## src/rtl/dram_ctl_pkg.sv

```systemverilog
package dram_ctl_pkg;
  localparam int ADDR_W    = 16;
  localparam int HALF_W    = ADDR_W / 2;
  localparam int REF_ROW_W = 7;

  typedef enum logic [3:0] {
    ST_IDLE, ST_ROW, ST_RAH, ST_COL, ST_CAS, ST_DONE,
    ST_OPEN, ST_PRE, ST_REF_ROW, ST_REF_RAS, ST_REF_PRE
  } ctl_state_e;

  function automatic logic [HALF_W-1:0] row_of(input logic [ADDR_W-1:0] a);
    return a[ADDR_W-1:HALF_W];
  endfunction

  function automatic logic [HALF_W-1:0] col_of(input logic [ADDR_W-1:0] a);
    return a[HALF_W-1:0];
  endfunction

  // cycles the column sits on the bus before the strobe on a fresh row
  function automatic int col_setup(input int t_rah, input int t_rcd);
    return (t_rcd - t_rah > 1) ? (t_rcd - t_rah) : 1;
  endfunction

  function automatic logic [HALF_W-1:0] ref_bus(input logic [REF_ROW_W-1:0] r);
    return {{(HALF_W-REF_ROW_W){1'b0}}, r};
  endfunction
endpackage

```

## src/rtl/dram_phase_timer.sv

```systemverilog
module dram_phase_timer #(
  parameter int CNT_W = 8
) (
  input  logic             clk,
  input  logic             rst_n,
  input  logic             load,
  input  logic [CNT_W-1:0] load_val,
  output logic             expired
);
  logic [CNT_W-1:0] cnt_q;

  always_ff @(posedge clk) begin
    if (!rst_n)             cnt_q <= '0;
    else if (load)          cnt_q <= load_val;
    else if (cnt_q != '0)   cnt_q <= cnt_q - 1'b1;
  end

  assign expired = (cnt_q == '0);
endmodule

```

## src/rtl/dram_ref_sched.sv

```systemverilog
module dram_ref_sched #(
  parameter int REF_PERIOD = 1500,
  parameter int ROW_W      = 7
) (
  input  logic             clk,
  input  logic             rst_n,
  input  logic             ack,
  input  logic             step,
  output logic             pending,
  output logic [ROW_W-1:0] row
);
  localparam int PER_W = $clog2(REF_PERIOD + 1);
  logic [PER_W-1:0] tick_q;
  logic             wrap;

  assign wrap = (tick_q == PER_W'(REF_PERIOD - 1));

  always_ff @(posedge clk) begin
    if (!rst_n) begin
      tick_q  <= '0;
      pending <= 1'b0;
      row     <= '0;
    end else begin
      tick_q <= wrap ? '0 : tick_q + 1'b1;
      if (wrap)     pending <= 1'b1;
      else if (ack) pending <= 1'b0;
      if (step)     row <= row + 1'b1;
    end
  end
endmodule

```

## src/rtl/dram_mux_ctl.sv

```systemverilog
module dram_mux_ctl
  import dram_ctl_pkg::*;
#(
  parameter int T_RAH      = 1,
  parameter int T_RCD      = 3,
  parameter int T_RP       = 2,
  parameter int T_CAS      = 2,
  parameter int T_RAS_REF  = 4,
  parameter int REF_PERIOD = 1500,
  parameter int CNT_W      = 8
) (
  input  logic              clk,
  input  logic              rst_n,
  input  logic              host_req,
  input  logic              host_we,
  input  logic [ADDR_W-1:0] host_addr,
  input  logic              host_wdata,
  output logic              host_rdata,
  output logic              host_done,
  output logic [HALF_W-1:0] dram_ma,
  output logic              dram_ras_n,
  output logic              dram_cas_n,
  output logic              dram_we_n,
  output logic              dram_din,
  input  logic              dram_dout
);
  localparam int COL_CYC = col_setup(T_RAH, T_RCD);

  ctl_state_e state_q, state_d;
  logic [HALF_W-1:0]    row_q, col_q;
  logic                 wr_q, wd_q, rdata_q;
  logic                 tmr_load, tmr_zero;
  logic [CNT_W-1:0]     tmr_val;
  logic                 take_new, take_hit;
  logic                 ref_pend, ref_ack, ref_step;
  logic [REF_ROW_W-1:0] ref_row;
  logic                 ref_busy, page_hit, rd_sample;

  dram_phase_timer #(.CNT_W(CNT_W)) u_tmr (
    .clk(clk), .rst_n(rst_n), .load(tmr_load), .load_val(tmr_val), .expired(tmr_zero)
  );

  dram_ref_sched #(.REF_PERIOD(REF_PERIOD), .ROW_W(REF_ROW_W)) u_ref (
    .clk(clk), .rst_n(rst_n), .ack(ref_ack), .step(ref_step),
    .pending(ref_pend), .row(ref_row)
  );

  assign page_hit  = (row_of(host_addr) == row_q);
  assign rd_sample = (state_q == ST_CAS) && tmr_zero && !wr_q;

  always_comb begin
    state_d  = state_q;
    tmr_load = 1'b0;
    tmr_val  = '0;
    take_new = 1'b0;
    take_hit = 1'b0;
    ref_ack  = 1'b0;
    ref_step = 1'b0;
    unique case (state_q)
      ST_IDLE: begin
        if (ref_pend) begin
          state_d = ST_REF_ROW;
          ref_ack = 1'b1;
        end else if (host_req) begin
          state_d  = ST_ROW;
          take_new = 1'b1;
        end
      end
      ST_ROW: begin
        state_d  = ST_RAH;
        tmr_load = 1'b1;
        tmr_val  = CNT_W'(T_RAH - 1);
      end
      ST_RAH: if (tmr_zero) begin
        state_d  = ST_COL;
        tmr_load = 1'b1;
        tmr_val  = CNT_W'(COL_CYC - 1);
      end
      ST_COL: if (tmr_zero) begin
        state_d  = ST_CAS;
        tmr_load = 1'b1;
        tmr_val  = CNT_W'(T_CAS - 1);
      end
      ST_CAS:  if (tmr_zero) state_d = ST_DONE;
      ST_DONE: state_d = ST_OPEN;
      ST_OPEN: begin
        if (ref_pend || (host_req && !page_hit)) begin
          state_d  = ST_PRE;
          tmr_load = 1'b1;
          tmr_val  = CNT_W'(T_RP - 1);
        end else if (host_req) begin
          state_d  = ST_COL;
          take_hit = 1'b1;
          tmr_load = 1'b1;
          tmr_val  = '0;
        end
      end
      ST_PRE: if (tmr_zero) state_d = ST_IDLE;
      ST_REF_ROW: begin
        state_d  = ST_REF_RAS;
        tmr_load = 1'b1;
        tmr_val  = CNT_W'(T_RAS_REF - 1);
      end
      ST_REF_RAS: if (tmr_zero) begin
        state_d  = ST_REF_PRE;
        tmr_load = 1'b1;
        tmr_val  = CNT_W'(T_RP - 1);
      end
      ST_REF_PRE: if (tmr_zero) begin
        state_d  = ST_IDLE;
        ref_step = 1'b1;
      end
      default: state_d = ST_IDLE;
    endcase
  end

  always_ff @(posedge clk) begin
    if (!rst_n) begin
      state_q <= ST_IDLE;
      row_q   <= '0;
      col_q   <= '0;
      wr_q    <= 1'b0;
      wd_q    <= 1'b0;
      rdata_q <= 1'b0;
    end else begin
      state_q <= state_d;
      if (take_new) row_q <= row_of(host_addr);
      if (take_new || take_hit) begin
        col_q <= col_of(host_addr);
        wr_q  <= host_we;
        wd_q  <= host_wdata;
      end
      if (rd_sample) rdata_q <= dram_dout;
    end
  end

  assign ref_busy = (state_q == ST_REF_ROW) || (state_q == ST_REF_RAS) ||
                    (state_q == ST_REF_PRE);

  always_comb begin
    dram_ras_n = 1'b1;
    dram_cas_n = 1'b1;
    dram_we_n  = 1'b1;
    dram_ma    = row_q;
    unique case (state_q)
      ST_RAH:     dram_ras_n = 1'b0;
      ST_COL, ST_DONE, ST_OPEN: begin
        dram_ras_n = 1'b0;
        dram_ma    = col_q;
        dram_we_n  = !(wr_q && (state_q != ST_OPEN));
      end
      ST_CAS: begin
        dram_ras_n = 1'b0;
        dram_cas_n = 1'b0;
        dram_ma    = col_q;
        dram_we_n  = !wr_q;
      end
      ST_REF_ROW: dram_ma = ref_bus(ref_row);
      ST_REF_RAS: begin
        dram_ras_n = 1'b0;
        dram_ma    = ref_bus(ref_row);
      end
      default: ;
    endcase
  end

  assign dram_din   = wd_q;
  assign host_done  = (state_q == ST_DONE);
  assign host_rdata = rdata_q;
endmodule

```

## config.mk

```make
export PLATFORM = sky130hd
export DESIGN_NAME = dram_mux_ctl
export DESIGN_NICKNAME = d
export VERILOG_FILES = /design/src/rtl/dram_ctl_pkg.sv /design/src/rtl/dram_phase_timer.sv /design/src/rtl/dram_ref_sched.sv /design/src/rtl/dram_mux_ctl.sv
export SDC_FILE = /design/constraint.sdc
export NUM_CORES = 1
export LEC_CHECK = 0
export BUFFER_PORTS_ARGS = -buffer_cell sky130_fd_sc_hd__buf_2
export CAP_MARGIN = 0
export CELL_PAD_IN_SITES_DETAIL_PLACEMENT = 1
export CELL_PAD_IN_SITES_GLOBAL_PLACEMENT = 1
export CORE_AREA = 3 3 83 85
export DETAILED_ROUTE_END_ITERATION = 10
export DIE_AREA = 0 0 86 88
export PLACE_DENSITY = 0.79
export SYNTH_ARGS = -nofsm -noshare
export SYNTH_HDL_FRONTEND = slang
export SYNTH_SLANG_ARGS = --single-unit
```

## constraint.sdc

```tcl
create_clock -name clk -period 2 [get_ports clk]
set_input_delay 0.1 -clock clk [delete_from_list [all_inputs] [get_ports clk]]
set_output_delay 0.1 -clock clk [all_outputs]
set_load 0.03 [all_outputs]
```

* Yosys cells after proc, flatten, opt, wreduce, memory -nomap -nowiden
Index checks and enable logic that the tools add are counted.
Word-level totals: output and inout port bits 14, register bits 50, bits of input ports 22, word-level logic and storage cells 89
Operators by class: equality and inequality tests 20, bitwise operators 1, $add $sub $neg 3, muxes and demuxes 32, reductions and logical operators 23
Operators with widths (count):
- $pmux W4 S10 | 1
- $mux W4 | 9
- $eq A4 B3 Y1 const B | 4
- $mux W1 | 16
- $mux W8 | 2
- $pmux W8 S2 | 1
- $eq A4 B4 Y1 const B | 3
- $add A11 B1 Y11 const B | 1
- $eq A11 B11 Y1 const B | 1
- $eq A4 B2 Y1 const B | 2
- $eq A8 B8 Y1 | 1
- $logic_not A8 Y1 | 1
- $ne A2 B2 Y1 const B | 4
- $reduce_bool A8 Y1 | 1
- $reduce_or A2 Y1 | 4
- $sub A8 B1 Y8 const B | 1
- $add A7 B1 Y7 const B | 1
- $reduce_and A7 Y1 | 1
- $pmux W2 S3 | 1
- $reduce_or A3 Y1 | 2
- $reduce_or A6 Y1 | 1
- $eq A4 B1 Y1 const B | 1
- $logic_and A1 B1 Y1 | 4
- $logic_not A4 Y1 | 1
- other kinds (11) | 15

* Longest topological paths before layout
Gate-level depths: netlist (run 1).
depth after elaboration 7, mapped depth 8, mapped depth without buffers 7

* Cells and area by module
A second synthesis (run 1) with hierarchy kept.
Unflattened totals: cell total of the unflattened synthesis 330, area total of the unflattened synthesis 2756.4 µm²
Modules (own cells, without submodules):
- dram_mux_ctl | cells an instance 192, area an instance 1508.9 µm², instances 1, seq. area each 460.4 µm²
- dram_ref_sched | cells an instance 87, area an instance 789.5 µm², instances 1, seq. area each 380.4 µm²
- dram_phase_timer | cells an instance 51, area an instance 457.9 µm², instances 1, seq. area each 160.2 µm²

* Worst setup path before layout (run 1)
OpenSTA, ideal clock, no wires.
path kind register to output, start register state_q[2], end output port dram_ma[0], data arrival time 1594 ps, stages on the path, launching flop included 7, setup slack 306 ps, required time 1900 ps, buffers on the path 2, path through dfxtp_1 -> buf_2 -> buf_1 -> nand2_1 -> a21oi_2 -> nor2_1 -> a21o_1
On the way: longest elaborated chain between the ends 3, elaborated cells on any way between the ends 9, those cells by class eq/ne (6); mux (1); reduce/logical (2)
RTL lines:
- from (decl) | RTL line dram_mux_ctl.sv:29 | ctl_state_e state_q, state_d;
- from (signal assigned) | RTL line dram_mux_ctl.sv:126 | state_q <= state_d;
- $eq A4 B3 Y1 (tied with other cells) | RTL line dram_mux_ctl.sv:145 | unique case (state_q)
- $reduce_or A4 Y1 (no source line) / $reduce_or A2 Y1 (equally long branches)
- $pmux W8 S2 * | RTL line dram_mux_ctl.sv:145
- to (decl) | RTL line dram_mux_ctl.sv:20 | output logic [HALF_W-1:0] dram_ma,
Mark *: on every way between the ends. The rest lies on a longest branch, timed or not.

* Worst setup path in the final report (run 1)
start register state_q[2], end output port dram_ma[5]
Same word-level chain as after synthesis.

==> results of run 1 <==
[area by class of cell]
class | instances | area share, %
clock buffers | 5 | 2.225
clock inverters | 2 | 0.4854
inverters | 6 | 0.7282
multi-input cells | 246 | 51.17
flip-flops and latches | 50 | 32.69
well taps | 77 | 3.115
repair buffers | 50 | 9.587
[Yosys cell counts, types with 3 or more instances]
master	n	area [um2]
a21o_1	8	60.06
a21oi_1	12	60.06
a22o_1	7	61.31
and2_1	3	18.77
buf_2	7	35.03
clkbuf_1	5	18.77
dfxtp_1	50	1001
ha_1	4	50.05
inv_1	5	18.77
mux2i_1	21	210.2
nand2_1	42	157.7
nand2b_1	7	43.79
nand3_1	7	35.03
nor2_1	50	187.7
nor2b_1	5	31.28
nor3_1	10	50.05
nor4_1	5	31.28
o21ai_0	5	25.02
xnor2_1	14	122.6
xor2_1	12	105.1
[per-stage QoR]
| step | util [%] | worst slack (ps) | cell area [um2] |
|---|---|---|---|
| floorplan | - | 306.1 | 2640 |
| global placement | 46.96 | 200.3 | 2948 |
| detailed placement | 46.96 | 84.23 | 2948 |
| CTS | 48.40 | 10.27 | 3038 |
| global route | 49.27 | 6.261 | 3093 |
| finish | 49.27 | 91.26 | 3093 |
[final timing paths]
check	from	to	slack [ps]
max	state_q[2]	dram_ma[5]	90
min	host_addr[2]	col_q[2]	20
max reg2reg	u_tmr.cnt_q[0]	u_ref.row[6]	220
min reg2reg	u_ref.tick_q[0]	u_ref.tick_q[0]	450
[cell families after synthesis]
family                   after synthesis  share of synthesized area (%)
flip-flops                            50                          37.91
adder cells (fa/ha/maj)                4                          1.896
AND/OR/NAND/NOR                      144                          26.64
buffers and inverters                 21                          3.460
AO/OA/AOI/OAI                         51                          13.51
XOR/XNOR                              26                          8.626
multiplexers                          21                          7.962
[critical path, stage by stage (launching register included)]
cell and delay [ps]:
dfxtp_4 370, and2b_2 250, nand2_1 110, a21oi_4 70, buf_6 140, a22o_1 230
a21o_1 150, clkbuf_4 170
[routing by layer]
| metal | up-vias | share of wire (%) | wire (um) |
|---|---|---|---|
| li1 | 1175 | - | - |
| met5 | - | 0 | 0 |
| met4 | 0 | 1.4 | 92 |
| met2 | 28 | 51 | 3426 |
| met1 | 1116 | 45 | 2971 |
| met3 | 7 | 2.6 | 176 |
[power by group through the flow]
stage	logic [mW]	registers (mW)	clock network (mW)
detailed placement	1.16	1.29	0
finish	1.20	1.28	0.590
CTS	1.17	1.27	0.614
floorplan	0.892	1.25	0
global route	1.34	1.29	0.653
global placement	1.12	1.28	0
[flip-flops by register name, summed over array words and instances, names as in the netlist]
name,count
u_ref.tick_q,11
col_q,8
row_q,8
u_tmr.cnt_q,8
u_ref.row,7
state_q,4
dram_din,1
host_rdata,1
u_ref.pending,1
wr_q,1
[repair_timing]
action	in CTS	in global routing
resized for setup	4	14
setup endpoints to repair	8	14
pin swaps	0	2
buffers inserted	0	1
==> results.json, run 1 <==
{
  "status": "complete, no violations",
  "grt_util_met3_pct": 3.387,
  "power_frac_seq_pct": 41.6,
  "cts_sinks": 50,
  "ys_types": 50,
  "fmax_mhz": 523.9,
  "hold_depth": 3,
  "die_area_um2": 7568,
  "drive_above_1_share_pct": 20.61,
  "final.min_clock_period_ps": 1909,
  "maxCapViolCount": 0,
  "timing.setup.tns_ps": 0,
  "setup_viol": 0,
  "fin_worst_skew_ps": 4.974,
  "swShare_pct": 38.51,
  "final-seq-area_um2": 1011,
  "core_region_area_um2": 6277,
  "endpoint_kind": "primary output",
  "mappedNetlistNets": 343,
  "grt_start_max_net_pins": 24,
  "p_per_area_nw_per_um2": 991.7,
  "cts_tree": "built",
  "first_global_vias": 2373,
  "hold_viol_final": 0,
  "mostFrequentLayoutCells": "nor2_1 (49), dfxtp_1 (46), nand2_1 (41), buf_2 (33), mux2i_1 (21)",
  "drt_iter0_markers": 66,
  "rows": 29,
  "multi_input_area_um2": 1583,
  "avgViaCountPerCell": 5.335,
  "reg2reg_depth": 7,
  "final_common_cell": "nor2_1",
  "syn-instance-count": 317,
  "grt_usage_pct": 18.69,
  "crit_fanout": 8,
  "syn_to_final_growth_pct": 17.16,
  "antenna_left": 0,
  "peakVddDrop_mv": 0.4067,
  "required_ps": 1900,
  "io_buffers": 35,
  "synth_edf_count": 0,
  "grt_pass1_wl_um": 11250,
  "p_sw_mw": 1.181,
  "layout.nets": 385,
  "place.gp.congestion": 0.8017,
  "avgRoutedWirePerCell_um": 15.29,
  "timing.slew.headroom_pct": 65.97,
  "num_vias": 2326,
  "critical_path_class": "flip-flop to primary output",
  "ys_seq_area_share_pct": 37.91,
  "grt-busiest-layer": "met2",
  "pwr-share-clk_pct": 19.2,
  "cts.path.max_buffers": 2,
  "holdBufCountCts": 0,
  "drc": 0,
  "initial_utilization_pct": 42.06,
  "yosys_warnings": 0,
  "period_share_pct": 95.44,
  "grt.met2_usage_pct": 32.87,
  "ioPinCount": 36,
  "n_antenna_cell": 0,
  "power.total_mw": 3.067,
  "die_h_um": 88,
  "cts-buffers-inserted": 5,
  "instances_no_fill": 436,
  "firstDrtPassIters": 4,
  "root_buffer": "clkbuf_8",
  "hpwl_um": 5078,
  "overflow": 0,
  "leakagePower_nw": 1.355,
  "synth_area_um2": 2640,
  "clk_pin_slew_ps": 90,
  "grt.met1_usage_pct": 23.11,
  "slew_violations": 0,
  "ys_seq_elements": 50,
  "fillers": 769,
  "worst_hold_slack_ps": 24.26,
  "synth_ff_type": "dfxtp_1",
  "syn_area_per_cell_um2": 8.328,
  "antenna_found_initial": 0,
  "hp-class": "primary input to flip-flop",
  "tightestPinTransition_ps": 497.5,
  "worstSkewPairLatency_ps": 310,
  "rsz0062_at_grt": "false",
  "ctsHtreeMaxLevel": 2,
  "crit_path_start_kind": "flip-flop",
  "dp.cells": 428,
  "intPower_mw": 1.886,
  "cp.arrival_ps": 1810,
  "p_comb_share_pct": 39.2,
  "dieWidth_um": 86,
  "async_flop_share_pct": 0,
  "routed_wl_um": 6667
}
No activity file was read; power rests on OpenSTA's default activity.
==> inputs of run 2 (changes only) <==
==> constraint.sdc (replaced) <==
create_clock -name clk -period 2 [get_ports clk]
set_input_delay 0.3 -clock clk [delete_from_list [all_inputs] [get_ports clk]]
set_output_delay 0.3 -clock clk [all_outputs]
set_load 0.03 [all_outputs]
==> results.json, run 2 (synthesis results as in run 1) <==
{
  "initial_utilization_pct": 42.06,
  "tightestPinTransition_ps": 434.0,
  "hp-class": "primary input to flip-flop",
  "antenna_left": 0,
  "cp_cell_sequence": "and2b_2 -> nand2_2 -> a21oi_4 -> buf_6 -> a22o_1 -> a21o_1 -> buf_6",
  "grt_pass1_wl_um": 11650,
  "peakVddDrop_mv": 0.4752,
  "routed_wl_um": 6751,
  "largest_reg_flops": 11,
  "fin_worst_skew_ps": 5.555,
  "core_region_area_um2": 6277,
  "slowest_delay_ps": 350,
  "holdBufCountCts": 0,
  "die_h_um": 88,
  "crit_fanout": 8,
  "design_area_um2": 3163,
  "path_common_cell": "buf_6",
  "placed_area_um2": 2940,
  "status": "finished with violations",
  "setup_ws_ps": -1.479,
  "cpMaxStageDelayCell": "dfxtp_2",
  "firstDrtPassIters": 4,
  "clk_pin_slew_ps": 90,
  "drive_above_1_share_pct": 20.28,
  "avgViaCountPerCell": 5.378,
  "ctsHtreeMaxLevel": 2,
  "fmax_mhz": 499.6,
  "period_share_pct": 100.1,
  "hpwl_um": 4951,
  "num_vias": 2350,
  "cts_tree": "built",
  "maxCapViolCount": 0,
  "n_antenna_cell": 0,
  "critical_path_class": "flip-flop to primary output",
  "avgRoutedWirePerCell_um": 15.45,
  "grt_usage_pct": 19.05,
  "dp.cells": 427,
  "worst_hold_slack_ps": 228.0,
  "required_ps": 1700,
  "p_per_area_nw_per_um2": 1040,
  "rows": 29,
  "final.min_clock_period_ps": 2001,
  "reg2reg_depth": 7,
  "cts_sinks": 50,
  "slew_violations": 0,
  "mostFrequentLayoutCells": "nor2_1 (49), dfxtp_1 (46), nand2_1 (40), buf_2 (27), mux2i_1 (21)",
  "pre_cts_slack_ps": 112.7,
  "rsz0062_at_grt": "true",
  "crit_path_start_kind": "flip-flop",
  "final_util_pct": 50.39,
  "overflow": 0,
  "leakagePower_nw": 1.382,
  "instances_no_fill": 437,
  "hold_depth": 3,
  "final_common_cell": "nor2_1",
  "ioPinCount": 36,
  "cts.path.max_buffers": 2,
  "endpoint_kind": "primary output",
  "root_buffer": "clkbuf_8",
  "setup_viol": 1,
  "antenna_found_initial": 0,
  "layout.nets": 385,
  "place.gp.congestion": 0.7779,
  "die_area_um2": 7568,
  "cp.arrival_ps": 1700,
  "io_buffers": 35,
  "worstSkewPairLatency_ps": 300,
  "hold_viol_final": 0,
  "syn_to_final_growth_pct": 19.81,
  "violations": "setup timing",
  "first_global_vias": 2489,
  "grt_start_max_net_pins": 24,
  "drc": 0,
  "dieWidth_um": 86,
  "drt_iter0_markers": 60,
  "cts-buffers-inserted": 5,
  "timing.slew.headroom_pct": 70.85,
  "regMostFlops": "u_ref.tick_q"
}
==> run 2: cell types whose count changed in the layout (fill, tap and decap cells not counted), moves of 2 or more <==
cell / delta
buf_2: -6
buf_6: +8
clkbuf_1: +2
clkbuf_4: -2
clkinvlp_4: -2
nor4_1: +2
nor4_2: -2
==> run 2: routing by layer <==
| layer | vias to the layer above | global-route usage (%) | part of all wire (%) |
|---|---|---|---|
| li1 | 1174 | - | - |
| met1 | 1145 | 23.51 | 46 |
| met2 | 24 | 34.69 | 50 |
| met3 | 7 | 2.258 | 2.3 |
| met4 | 0 | 5.612 | 1.2 |
| met5 | - | 0 | 0 |
==> run 2: area by class of cell <==
class | count | area (um2)
multi-input cells | 246 | 1588
fillers | 772 | 3114
well taps | 77 | 96.34
clock inverters | 1 | 30.03
inverters | 6 | 22.52
repair buffers | 50 | 341.6
clock buffers | 7 | 76.32
flip-flops and latches | 50 | 1008
==> run 2: what timing repair did <==
| action | 4_1_cts | 5_1_grt |
|---|---|---|
| pin swaps | 4 | 1 |
| hold endpoints to repair | 0 | 0 |
| resized for setup | 23 | 9 |
| buffers inserted | 2 | 0 |
| endpoints found under the setup margin | 9 | 17 |
==> run 2: power by group <==
part | switching [mW] | internal (mW)
Combinational | 0.727 | 0.576
Sequential | 0.151 | 1.13
Clock | 0.333 | 0.375
Total | 1.21 | 2.08
==> run 2: through the flow <==
step / setup TNS, ps / power (mW)
global placement: 0 / 2.415
finish: -1.479 / 3.291
global route: -557.4 / 3.515
CTS: -46.59 / 3.231
detailed placement: 0 / 2.457
floorplan: 0 / 2.144
==> run 2: worst paths after layout <==
check | start | to | slack, ps
worst max-delay path | state_q[2] | dram_ma[0] | -1
worst min-delay path | host_addr[4] | col_q[4] | 230
worst max register to register | u_tmr.cnt_q[0] | u_ref.row[6] | 140
worst min register to register | u_ref.tick_q[0] | u_ref.tick_q[0] | 450
==> run 2: critical path: cells and delay by family (launching register included) <==
kind                   cells  cell delay [ps]
AOI/OAI and AO/OA          3              460
DFF                        1              350
and+or+nand+nor            2              310
buffers and inverters      2              270
==> inputs of run 3 (changes only) <==
clock period = 2.1 ns   (was 2 ns; I/O delays follow)
==> results.json, run 3 (synthesis results as in run 1) <==
{
  "ctsHtreeMaxLevel": 2,
  "routed_wl_um": 6834,
  "fmax_mhz": 486.4,
  "timing.slew.headroom_pct": 58.53,
  "cts.path.max_buffers": 2,
  "die_h_um": 88,
  "fin_worst_skew_ps": 8.416,
  "clk_pin_slew_ps": 90,
  "final.min_clock_period_ps": 2056,
  "ioPinCount": 36,
  "grt_usage_pct": 18.90,
  "timing.setup.tns_ps": 0,
  "hpwl_um": 5033,
  "period_share_pct": 97.90,
  "crit_path_start_kind": "flip-flop",
  "slowest_delay_ps": 340,
  "endpoint_kind": "primary output",
  "status": "complete, no violations",
  "cp.arrival_ps": 1740,
  "root_buffer": "clkbuf_8",
  "overflow": 0,
  "hold_viol_final": 0,
  "tightestPinTransition_ps": 616.3,
  "num_vias": 2332,
  "required_ps": 1780,
  "initial_utilization_pct": 42.06,
  "cts-buffers-inserted": 5,
  "syn_to_final_growth_pct": 17.68,
  "firstDrtPassIters": 4,
  "slew_violations": 0,
  "layout.nets": 382,
  "cts_tree": "built",
  "rsz0062_at_grt": "true",
  "rr_startpoint": "u_tmr.cnt_q[0]",
  "grt_pass1_wl_um": 11430,
  "first_global_vias": 2398,
  "largest_reg_flops": 11,
  "n_antenna_cell": 0,
  "drc": 0,
  "hp-class": "primary input to flip-flop",
  "leakagePower_nw": 1.365,
  "p_per_area_nw_per_um2": 985.1,
  "final_common_cell": "nor2_1",
  "worst_hold_slack_ps": 246.0,
  "worstSkewPairLatency_ps": 300,
  "dieWidth_um": 86,
  "cts_sinks": 50,
  "drt_iter0_markers": 120,
  "mostFrequentLayoutCells": "nor2_1 (49), dfxtp_1 (46), nand2_1 (41), buf_2 (31), mux2i_1 (21)",
  "io_buffers": 35,
  "crit_path_start": "state_q[2]",
  "crit_fanout": 8,
  "drive_above_1_share_pct": 19.94,
  "regMostFlops": "u_ref.tick_q",
  "rows": 29,
  "critical_path_class": "flip-flop to primary output",
  "holdBufCountCts": 0,
  "avgRoutedWirePerCell_um": 15.78,
  "maxCapViolCount": 0,
  "peakVddDrop_mv": 0.4490,
  "antenna_found_initial": 0,
  "hp-start": "host_addr[4]",
  "fillers": 779,
  "core_region_area_um2": 6277,
  "antenna_left": 0,
  "avgViaCountPerCell": 5.386,
  "cpMaxStageDelayCell": "dfxtp_2",
  "setup_viol": 0,
  "cp_cell_sequence": "and2b_2 -> nand2_2 -> a21oi_4 -> buf_6 -> a22o_1 -> a21o_1 -> buf_2",
  "place.gp.congestion": 0.8024,
  "die_area_um2": 7568,
  "grt_start_max_net_pins": 24
}
run 3: cell types whose count changed in the layout (fill, tap and decap cells not counted), moves of 2 or more:
cell | before | now
buf_2 | 27 | 31
buf_6 | 9 | 5
buf_4 | 14 | 11
clkbuf_1 | 2 | 0
run 3: metrics by stage:
step           worst slack, ps  cell area (um2)  cells  utilization (%)  total power, mW
6_report                 44.20             3107    433            49.49            3.061
5_1_grt                 -57.74             3107    433            49.49            3.268
4_1_cts                  5.153             3065    433            48.83            3.065
3_5_place_dp             131.5             2925    425            46.60            2.343
3_3_place_gp             211.0             2925    425            46.60            2.299
2_1_floorplan            191.1             2640    317                -            2.041
run 3: critical path: cells and delay by family (launching register included):
kind                   cells  cell delay (ps)
AOI/OAI and AO/OA          3              450
and+or+nand+nor            2              330
DFF                        1              340
buffers and inverters      2              310
run 3: cell type report:
cell class / count / area (um2) / area share [%]
Tap cell: 77 / 96.34 / 3.101
Clock inverter: 1 / 30.03 / 0.9666
Clock buffer: 6 / 82.58 / 2.658
Multi-Input combinational cell: 246 / 1575 / 50.70
Inverter: 6 / 22.52 / 0.7249
Timing Repair Buffer: 47 / 294.0 / 9.464
Sequential cell: 50 / 1006 / 32.38
run 3: routing by layer:
| layer | routed length [um] | vias to the layer above | share of wire [%] | global-route usage (%) |
|---|---|---|---|---|
| met5 | 0 | - | 0 | 0 |
| met4 | 94 | 0 | 1.4 | 5.180 |
| met1 | 3038 | 1122 | 44 | 22.86 |
| met2 | 3511 | 33 | 51 | 34.34 |
| met3 | 190 | 9 | 2.8 | 3.387 |
| li1 | - | 1168 | - | - |
run 3: worst paths after layout:
path	end	slack (ps)	cells past startpoint
setup / recovery	dram_ma[4]	40	7
hold / removal	col_q[4]	250	3
setup reg to reg	state_q[0]	140	7
hold reg to reg	u_ref.tick_q[0]	470	1
run 3: repair_timing:
item / 4_1_cts / 5_1_grt
endpoints found under the setup margin: 9 / 11
buffers inserted: 1 / 0
endpoints found under the hold margin: 0 / 0
pin swaps: 0 / 1
resized for setup: 9 / 13
run 3: power breakdown:
part / internal, mW / switching, mW
clock: 0.381 / 0.313
combinational: 0.492 / 0.669
sequential: 1.07 / 0.131
total: 1.95 / 1.11
